File: src/rtl/irq_vec_pkg.sv
package irq_vec_pkg;
  localparam int NSRC_DEF = 64;
  localparam int PRIO_W   = 4;
  localparam int THR_W    = 5;
  localparam logic [15:0] NO_VEC = 16'hFFFF;

  // pack a winner number into the upper half of a vector/status word
  function automatic logic [31:0] vec_word(input logic ok, input logic [15:0] id);
    return ok ? {id, 16'h0000} : {NO_VEC, 16'h0000};
  endfunction

  // byte offset of priority register x
  function automatic logic [6:0] prio_addr(input int x);
    return 7'(32 + 4 * (7 - x));
  endfunction
endpackage

File: src/rtl/irq_vec_regs.sv
module irq_vec_regs
  import irq_vec_pkg::*;
#(
  parameter int NSRC = NSRC_DEF,
  localparam int IDW = $clog2(NSRC),
  localparam int NPR = NSRC / 8
) (
  input  logic                   clk,
  input  logic                   rst_n,
  input  logic                   bus_we,
  input  logic [6:0]             bus_addr,
  input  logic [31:0]            bus_wdata,
  output logic [31:0]            ctrl_q,
  output logic [THR_W-1:0]       thr_q,
  output logic [NSRC-1:0]        en_q,
  output logic [NSRC-1:0]        typ_q,
  output logic [NSRC-1:0]        frc_q,
  output logic [NSRC*PRIO_W-1:0] prio_q
);
  logic [IDW-1:0] wnum;
  assign wnum = bus_wdata[IDW-1:0];

  always_ff @(posedge clk) begin
    if (!rst_n) begin
      ctrl_q <= '0;
      thr_q  <= '0;
      en_q   <= '0;
      typ_q  <= '0;
      frc_q  <= '0;
      prio_q <= '0;
    end else if (bus_we) begin
      case (bus_addr)
        7'h00: ctrl_q <= bus_wdata;
        7'h04: thr_q <= bus_wdata[THR_W-1:0];
        7'h08: en_q[wnum] <= 1'b1;
        7'h0C: en_q[wnum] <= 1'b0;
        7'h10: en_q[63:32] <= bus_wdata;
        7'h14: en_q[31:0] <= bus_wdata;
        7'h18: typ_q[63:32] <= bus_wdata;
        7'h1C: typ_q[31:0] <= bus_wdata;
        7'h50: frc_q[63:32] <= bus_wdata;
        7'h54: frc_q[31:0] <= bus_wdata;
        default: begin
          for (int x = 0; x < NPR; x++)
            if (bus_addr == prio_addr(x))
              prio_q[x*32 +: 32] <= bus_wdata;
        end
      endcase
    end
  end
endmodule

File: src/rtl/irq_norm_arb.sv
module irq_norm_arb
  import irq_vec_pkg::*;
#(
  parameter int NSRC = NSRC_DEF,
  localparam int IDW = $clog2(NSRC)
) (
  input  logic [NSRC-1:0]        pend,
  input  logic [NSRC*PRIO_W-1:0] prio,
  output logic                   win_valid,
  output logic [IDW-1:0]         win_id,
  output logic [PRIO_W-1:0]      win_prio
);
  // ascending scan with >= so an equal priority moves the winner upward
  always_comb begin
    win_valid = 1'b0;
    win_id    = '0;
    win_prio  = '0;
    for (int i = 0; i < NSRC; i++) begin
      if (pend[i] && (!win_valid || prio[i*PRIO_W +: PRIO_W] >= win_prio)) begin
        win_valid = 1'b1;
        win_id    = IDW'(i);
        win_prio  = prio[i*PRIO_W +: PRIO_W];
      end
    end
  end
endmodule

File: src/rtl/irq_fast_pick.sv
module irq_fast_pick
  import irq_vec_pkg::*;
#(
  parameter int NSRC = NSRC_DEF,
  localparam int IDW = $clog2(NSRC)
) (
  input  logic [NSRC-1:0] pend,
  output logic            pick_valid,
  output logic [IDW-1:0]  pick_id
);
  always_comb begin
    pick_valid = 1'b0;
    pick_id    = '0;
    for (int i = 0; i < NSRC; i++) begin
      if (pend[i]) begin
        pick_valid = 1'b1;
        pick_id    = IDW'(i);
      end
    end
  end
endmodule

File: src/rtl/irq_vec_ctrl.sv
module irq_vec_ctrl
  import irq_vec_pkg::*;
#(
  parameter int NSRC = NSRC_DEF,
  localparam int IDW = $clog2(NSRC),
  localparam int NPR = NSRC / 8
) (
  input  logic        clk,
  input  logic        rst_n,
  input  logic        bus_we,
  input  logic        bus_re,
  input  logic [6:0]  bus_addr,
  input  logic [31:0] bus_wdata,
  output logic [31:0] bus_rdata,
  input  logic [63:0] src_lvl,
  output logic        irq_norm_o,
  output logic        irq_fast_o
);
  logic [31:0]            ctrl_q;
  logic [THR_W-1:0]       thr_q;
  logic [NSRC-1:0]        en_q, typ_q, frc_q;
  logic [NSRC*PRIO_W-1:0] prio_q;
  logic [NSRC-1:0]        active, pend_norm, pend_fast;
  logic                   win_valid, fast_valid, norm_ok;
  logic [IDW-1:0]         win_id, fast_id;
  logic [PRIO_W-1:0]      win_prio;
  logic [31:0]            nvec, fvec, rd_mux;

  irq_vec_regs #(.NSRC(NSRC)) u_regs (
    .clk(clk), .rst_n(rst_n), .bus_we(bus_we), .bus_addr(bus_addr),
    .bus_wdata(bus_wdata), .ctrl_q(ctrl_q), .thr_q(thr_q), .en_q(en_q),
    .typ_q(typ_q), .frc_q(frc_q), .prio_q(prio_q)
  );

  assign active    = (src_lvl | frc_q) & en_q;
  assign pend_norm = active & ~typ_q;
  assign pend_fast = active & typ_q;

  irq_norm_arb #(.NSRC(NSRC)) u_arb (
    .pend(pend_norm), .prio(prio_q),
    .win_valid(win_valid), .win_id(win_id), .win_prio(win_prio)
  );

  irq_fast_pick #(.NSRC(NSRC)) u_fast (
    .pend(pend_fast), .pick_valid(fast_valid), .pick_id(fast_id)
  );

  assign norm_ok    = win_valid && ({1'b0, win_prio} > thr_q);
  assign irq_norm_o = norm_ok;
  assign irq_fast_o = fast_valid;
  assign nvec = vec_word(norm_ok, 16'(win_id));
  assign fvec = vec_word(fast_valid, 16'(fast_id));

  always_comb begin
    rd_mux = '0;
    case (bus_addr)
      7'h00: rd_mux = ctrl_q;
      7'h04: rd_mux = 32'(thr_q);
      7'h10: rd_mux = en_q[63:32];
      7'h14: rd_mux = en_q[31:0];
      7'h18: rd_mux = typ_q[63:32];
      7'h1C: rd_mux = typ_q[31:0];
      7'h40: rd_mux = nvec;
      7'h44: rd_mux = fvec;
      7'h48: rd_mux = src_lvl[63:32];
      7'h4C: rd_mux = src_lvl[31:0];
      7'h50: rd_mux = frc_q[63:32];
      7'h54: rd_mux = frc_q[31:0];
      7'h58: rd_mux = pend_norm[63:32];
      7'h5C: rd_mux = pend_norm[31:0];
      7'h60: rd_mux = pend_fast[63:32];
      7'h64: rd_mux = pend_fast[31:0];
      default: begin
        for (int x = 0; x < NPR; x++)
          if (bus_addr == prio_addr(x)) rd_mux = prio_q[x*32 +: 32];
      end
    endcase
  end

  always_ff @(posedge clk) begin
    if (!rst_n)      bus_rdata <= '0;
    else if (bus_re) bus_rdata <= rd_mux;
  end
endmodule

File: config.mk
export PLATFORM = sky130hd
export DESIGN_NAME = irq_vec_ctrl
export DESIGN_NICKNAME = d
export VERILOG_FILES = /design/src/rtl/irq_vec_pkg.sv /design/src/rtl/irq_vec_regs.sv /design/src/rtl/irq_norm_arb.sv /design/src/rtl/irq_fast_pick.sv /design/src/rtl/irq_vec_ctrl.sv
export SDC_FILE = /design/constraint.sdc
export NUM_CORES = 2
export LEC_CHECK = 0
export BUFFER_PORTS_ARGS = -buffer_cell sky130_fd_sc_hd__clkbuf_2
export CELL_PAD_IN_SITES_DETAIL_PLACEMENT = 1
export CELL_PAD_IN_SITES_GLOBAL_PLACEMENT = 2
export CORE_MARGIN = 3
export CORE_UTILIZATION = 30
export DETAILED_ROUTE_END_ITERATION = 8
export GPL_ROUTABILITY_DRIVEN = 0
export GPL_TIMING_DRIVEN = 1
export PLACE_DENSITY = 0.8
export SYNTH_ARGS = -nofsm -noshare
export SYNTH_HDL_FRONTEND = slang
export SYNTH_SLANG_ARGS = --single-unit
export TNS_END_PERCENT = 1
File: constraint.sdc
create_clock -name clk -period 126.7 [get_ports clk]
set_clock_uncertainty 0.15 [all_clocks]
set_input_delay 19.005 -clock clk [delete_from_list [all_inputs] [get_ports clk]]
set_output_delay 19.005 -clock clk [all_outputs]
set_load 0.01 [all_outputs]
==> key figures <==
GRT
  – Initial antenna violation count: 9
  – Pin count of the biggest net entering global routing: roughly 200
  – GR Overflow Total: 0
  – First-pass GRT wire length: between 300 and 400 mm
  – Vias in the first global route: ~46,000
  – Total track usage: 0.3485

Worst setup path
  – Crit path arrival time: between 100 and 150 ns
  – Slowest CP cell: a222oi_1
  – CP top delay family: compound AO/OA/AOI/OAI gates
  – RR Startpoint: u_regs.en_q[0]$_SDFFE_PN0P_
  – Worst setup path startpoint: src_lvl[0]
  – Worst Path Max Fanout: 8
  – Cell mode on critical path: ha_1
  – Critical path capture point type: primary output
  – Startpoint types: input pin
  – Critical path required time: approximately 110 ns
  – Slowest stage delay, CP: around 0.5 ns
  – Buf+Inv Stages, Crit Path: 51
  – Crit path kind: input pin to primary output

Synth
  – Yosys cell types: between 100 and 150
  – Most frequent cell after synthesis: nand2_1
  – Post-synth top cells: 1,108 x nand2_1, 517 x dfxtp_1, 443 x a21boi_0
  – Syn Nets: around 5,700
  – Seq cells post-synth: 517
  – Seq/Total Area, Yosys: 0.2625
  – Top cell type's share of synthesized area: 0.2625
  – Avg Cell Area, Syn: between 7 and 8 um^2
  – Post-Syn Instances: roughly 5,400
  – Largest cells by area after synthesis: dfxtp_1 26%, nand2_1 11%, a21boi_0 8.4%
  – Asr flop ratio synth: 0
  – Post-synth top area cell: dfxtp_1
  – Synthesized area: 39,430 um^2
  – Top_reg_cell synth: dfxtp_1
  – Post-synth EDFFs: 0
  – YS warnings: 0

Clocking
  – Clock Pin Slew Worst Setup and Hold Paths: 0.05 ns
  – Hold buffers post-CTS: 0
  – Root buf cell: clkbuf_16
  – Clock Tree Buf Depth: 3
  – Number of H-tree levels: 3
  – Clock Sinks: between 500 and 600
  – CTS Buf Count: 66
  – Clk_lat worst skew: ~0.67 ns
  – CTS tree: built

Layout
  – Area growth syn-to-layout: 23.28%
  – Fillers: about 16,000
  – Fin area: just under 50,000 um^2
  – Layout Cells excl Fill: roughly 7,500
  – Fin nets: slightly below 6,000
  – Core Util, Final: 0.3740
  – Layout cells sized above 1: 0.2063

Timing
  – Max-slew headroom: 0.04157
  – Final hold violation count: 0
  – Final setup fails: 1
  – Crit share post-route: 1.028
  – RSZ-0062 raised after global routing: true
  – Worst Slack Setup Final: -3.578 ns
  – Final Slew Violations: 0
  – F_max: around 0.0077 GHz
  – Tmin final: about 130 ns
  – Slew at the pin with the worst max-slew slack: 1.401 ns

Power
  – Cell Pwr Density: between 9 and 10 nW/um^2
  – P_int: 0.3130 mW
  – Peak supply drop: around 9 uV
  – PnR Total Power: 0.4502 mW
  – Sw Share: 0.3049
  – Combinational power share: 0.181
  – Clk pwr share: 0.452
  – Sequential power share: 0.367
  – Switch Pwr: around 0.14 mW
  – Leakage power: between 15 and 20 nW

Detailed routing
  – WL met1: ~96 mm
  – DRC Markers: 0
  – DRT iter0 DRCs: roughly 5,900
  – ANT nets after route: 0
  – WL met2: 100.1 mm
  – WL per Instance: between 30 and 40 um
  – Vias per cell: ~6.4
  – Drt total wl: about 250 mm
  – Via count: approximately 48,000
  – Highest Signal Layer: met5
  – Met3 WL: 29.89 mm
  – TritonRoute pass-1 iters: 8

Die
  – Num rows: between 100 and 150
  – Core Area: 130,000 um^2
  – Die footprint: about 140,000 um^2
  – Die Ht: 368.5 um
  – Initial Util: 0.3033
  – Chip Width: roughly 370 um
  – Num ports: about 140

Place
  – Dpl cell area: 44,440 um^2
  – Cell count after placement: a little over 7,000
  – Port Buffer Count: 140
  – Worst slack, placed: -3.582 ns
  – Post-DP HPWL: between 150 and 200 mm

Run
  – Max Cap Viol: 0

Run status
  – Failing checks: negative setup slack
  – Status: complete, but fails checks

Min path
  – HP Class: flop to flop
  – Min-delay src: u_regs.ctrl_q[14]$_SDFFE_PN0P_
[repair_timing]
| item | in CTS | in global routing |
|---|---|---|
| endpoints found under the hold margin | 0 | 0 |
| resized for setup | 88 | 113 |
| pin swaps | 79 | 147 |
| endpoints found under the setup margin | 1 | 1 |
| buffers inserted | 76 | 49 |
[per-stage QoR]
step	hold WS [ns]	TNS (ns)
6_report	0.3205	-3.578
2_1_floorplan	0.2928	0
3_5_place_dp	0.3129	-3.582
3_3_place_gp	0.3013	-0.4343
5_1_grt	0.3390	-7.928
4_1_cts	0.3212	-1.696
[cell families (layout without fill, tap and decap cells)]
family / after synthesis / after routing / share of synthesized area
adders and majority gates: 209 / 209 / 0.06588
AOI/OAI and AO/OA: 1912 / 1912 / 0.3637
muxes: 53 / 53 / 0.01504
buffers and inverters: 536 / 890 / 0.05242
and+or+nand+nor: 2124 / 2124 / 0.2405
DFF: 517 / 517 / 0.2625
other: 0 / 5 / 0
[cell usage in the layout (no fill, tap or decap), types with 70 or more instances in the layout]
| master | Yosys | layout |
|---|---|---|
| nand2_1 | 1108 | 1095 |
| dfxtp_1 | 517 | 517 |
| a21boi_0 | 443 | 434 |
| buf_4 | 5 | 430 |
| nor2_1 | 436 | 398 |
| o21ai_0 | 232 | 204 |
| inv_1 | 196 | 194 |
| ha_1 | 201 | 193 |
| a22oi_1 | 159 | 158 |
| clkbuf_2 | 0 | 138 |
| a21oi_1 | 180 | 127 |
| nor3_1 | 117 | 105 |
| a21o_1 | 84 | 83 |
| o211a_1 | 84 | 83 |
| nand2b_1 | 93 | 82 |
| o211ai_1 | 71 | 71 |
| o311ai_0 | 73 | 70 |
[worst paths after layout]
path | slack, ns | end | cells after the start
min reg2reg | 0.32 | u_regs.ctrl_q[14]$_SDFFE_PN0P_ | 2
min | 0.32 | u_regs.ctrl_q[14]$_SDFFE_PN0P_ | 2
max | -3.58 | irq_norm_o | 500
max reg2reg | 32.40 | bus_rdata[16]$_SDFFE_PN0P_ | 501
[area by class of cell]
type	count	area, um^2	share of cell area
multi-input cells	4298	29030	0.5972
flip-flops and latches	517	10350	0.2129
repair buffers	580	4063	0.08358
well taps	1742	2180	0.04484
clock buffers	91	1856	0.03817
inverters	196	735.7	0.01514
clock inverters	23	384.1	0.007903
diodes	5	12.51	0.0002574
[registers in the layout, summed over array words and instances, names as in the netlist]
register,flops
bus_rdata,32
u_regs.ctrl_q,32
u_regs.en_q,64
u_regs.frc_q,64
u_regs.prio_q,256
u_regs.thr_q,5
u_regs.typ_q,64
[power by group through the flow]
stage / Sequential [mW] / Combinational (mW) / Clock [mW]
final: 0.165 / 0.0816 / 0.203
after global routing: 0.165 / 0.0852 / 0.210
after CTS: 0.165 / 0.0745 / 0.203
after detailed placement: 0.169 / 0.0714 / 0
after global placement: 0.169 / 0.0702 / 0
after floorplan: 0.168 / 0.0421 / 0
[routing by layer]
| layer | up-vias | track usage |
|---|---|---|
| met5 | - | 0 |
| met1 | 23810 | 0.4404 |
| li1 | 20150 | - |
| met3 | 899 | 0.09493 |
| met2 | 3130 | 0.5006 |
| met4 | 6 | 0.2668 |
[worst register-to-register path, delay by kind of cell, from the launching register on]
family / cells / cell delay (ns)
AOI/OAI and AO/OA: 238 / 44.50
adders and majority gates: 69 / 18.86
and+or+nand+nor: 128 / 18.41
buffers and inverters: 48 / 6.20
muxes: 18 / 5.42
DFF: 1 / 0.51
(Power assumes the default switching activity.)
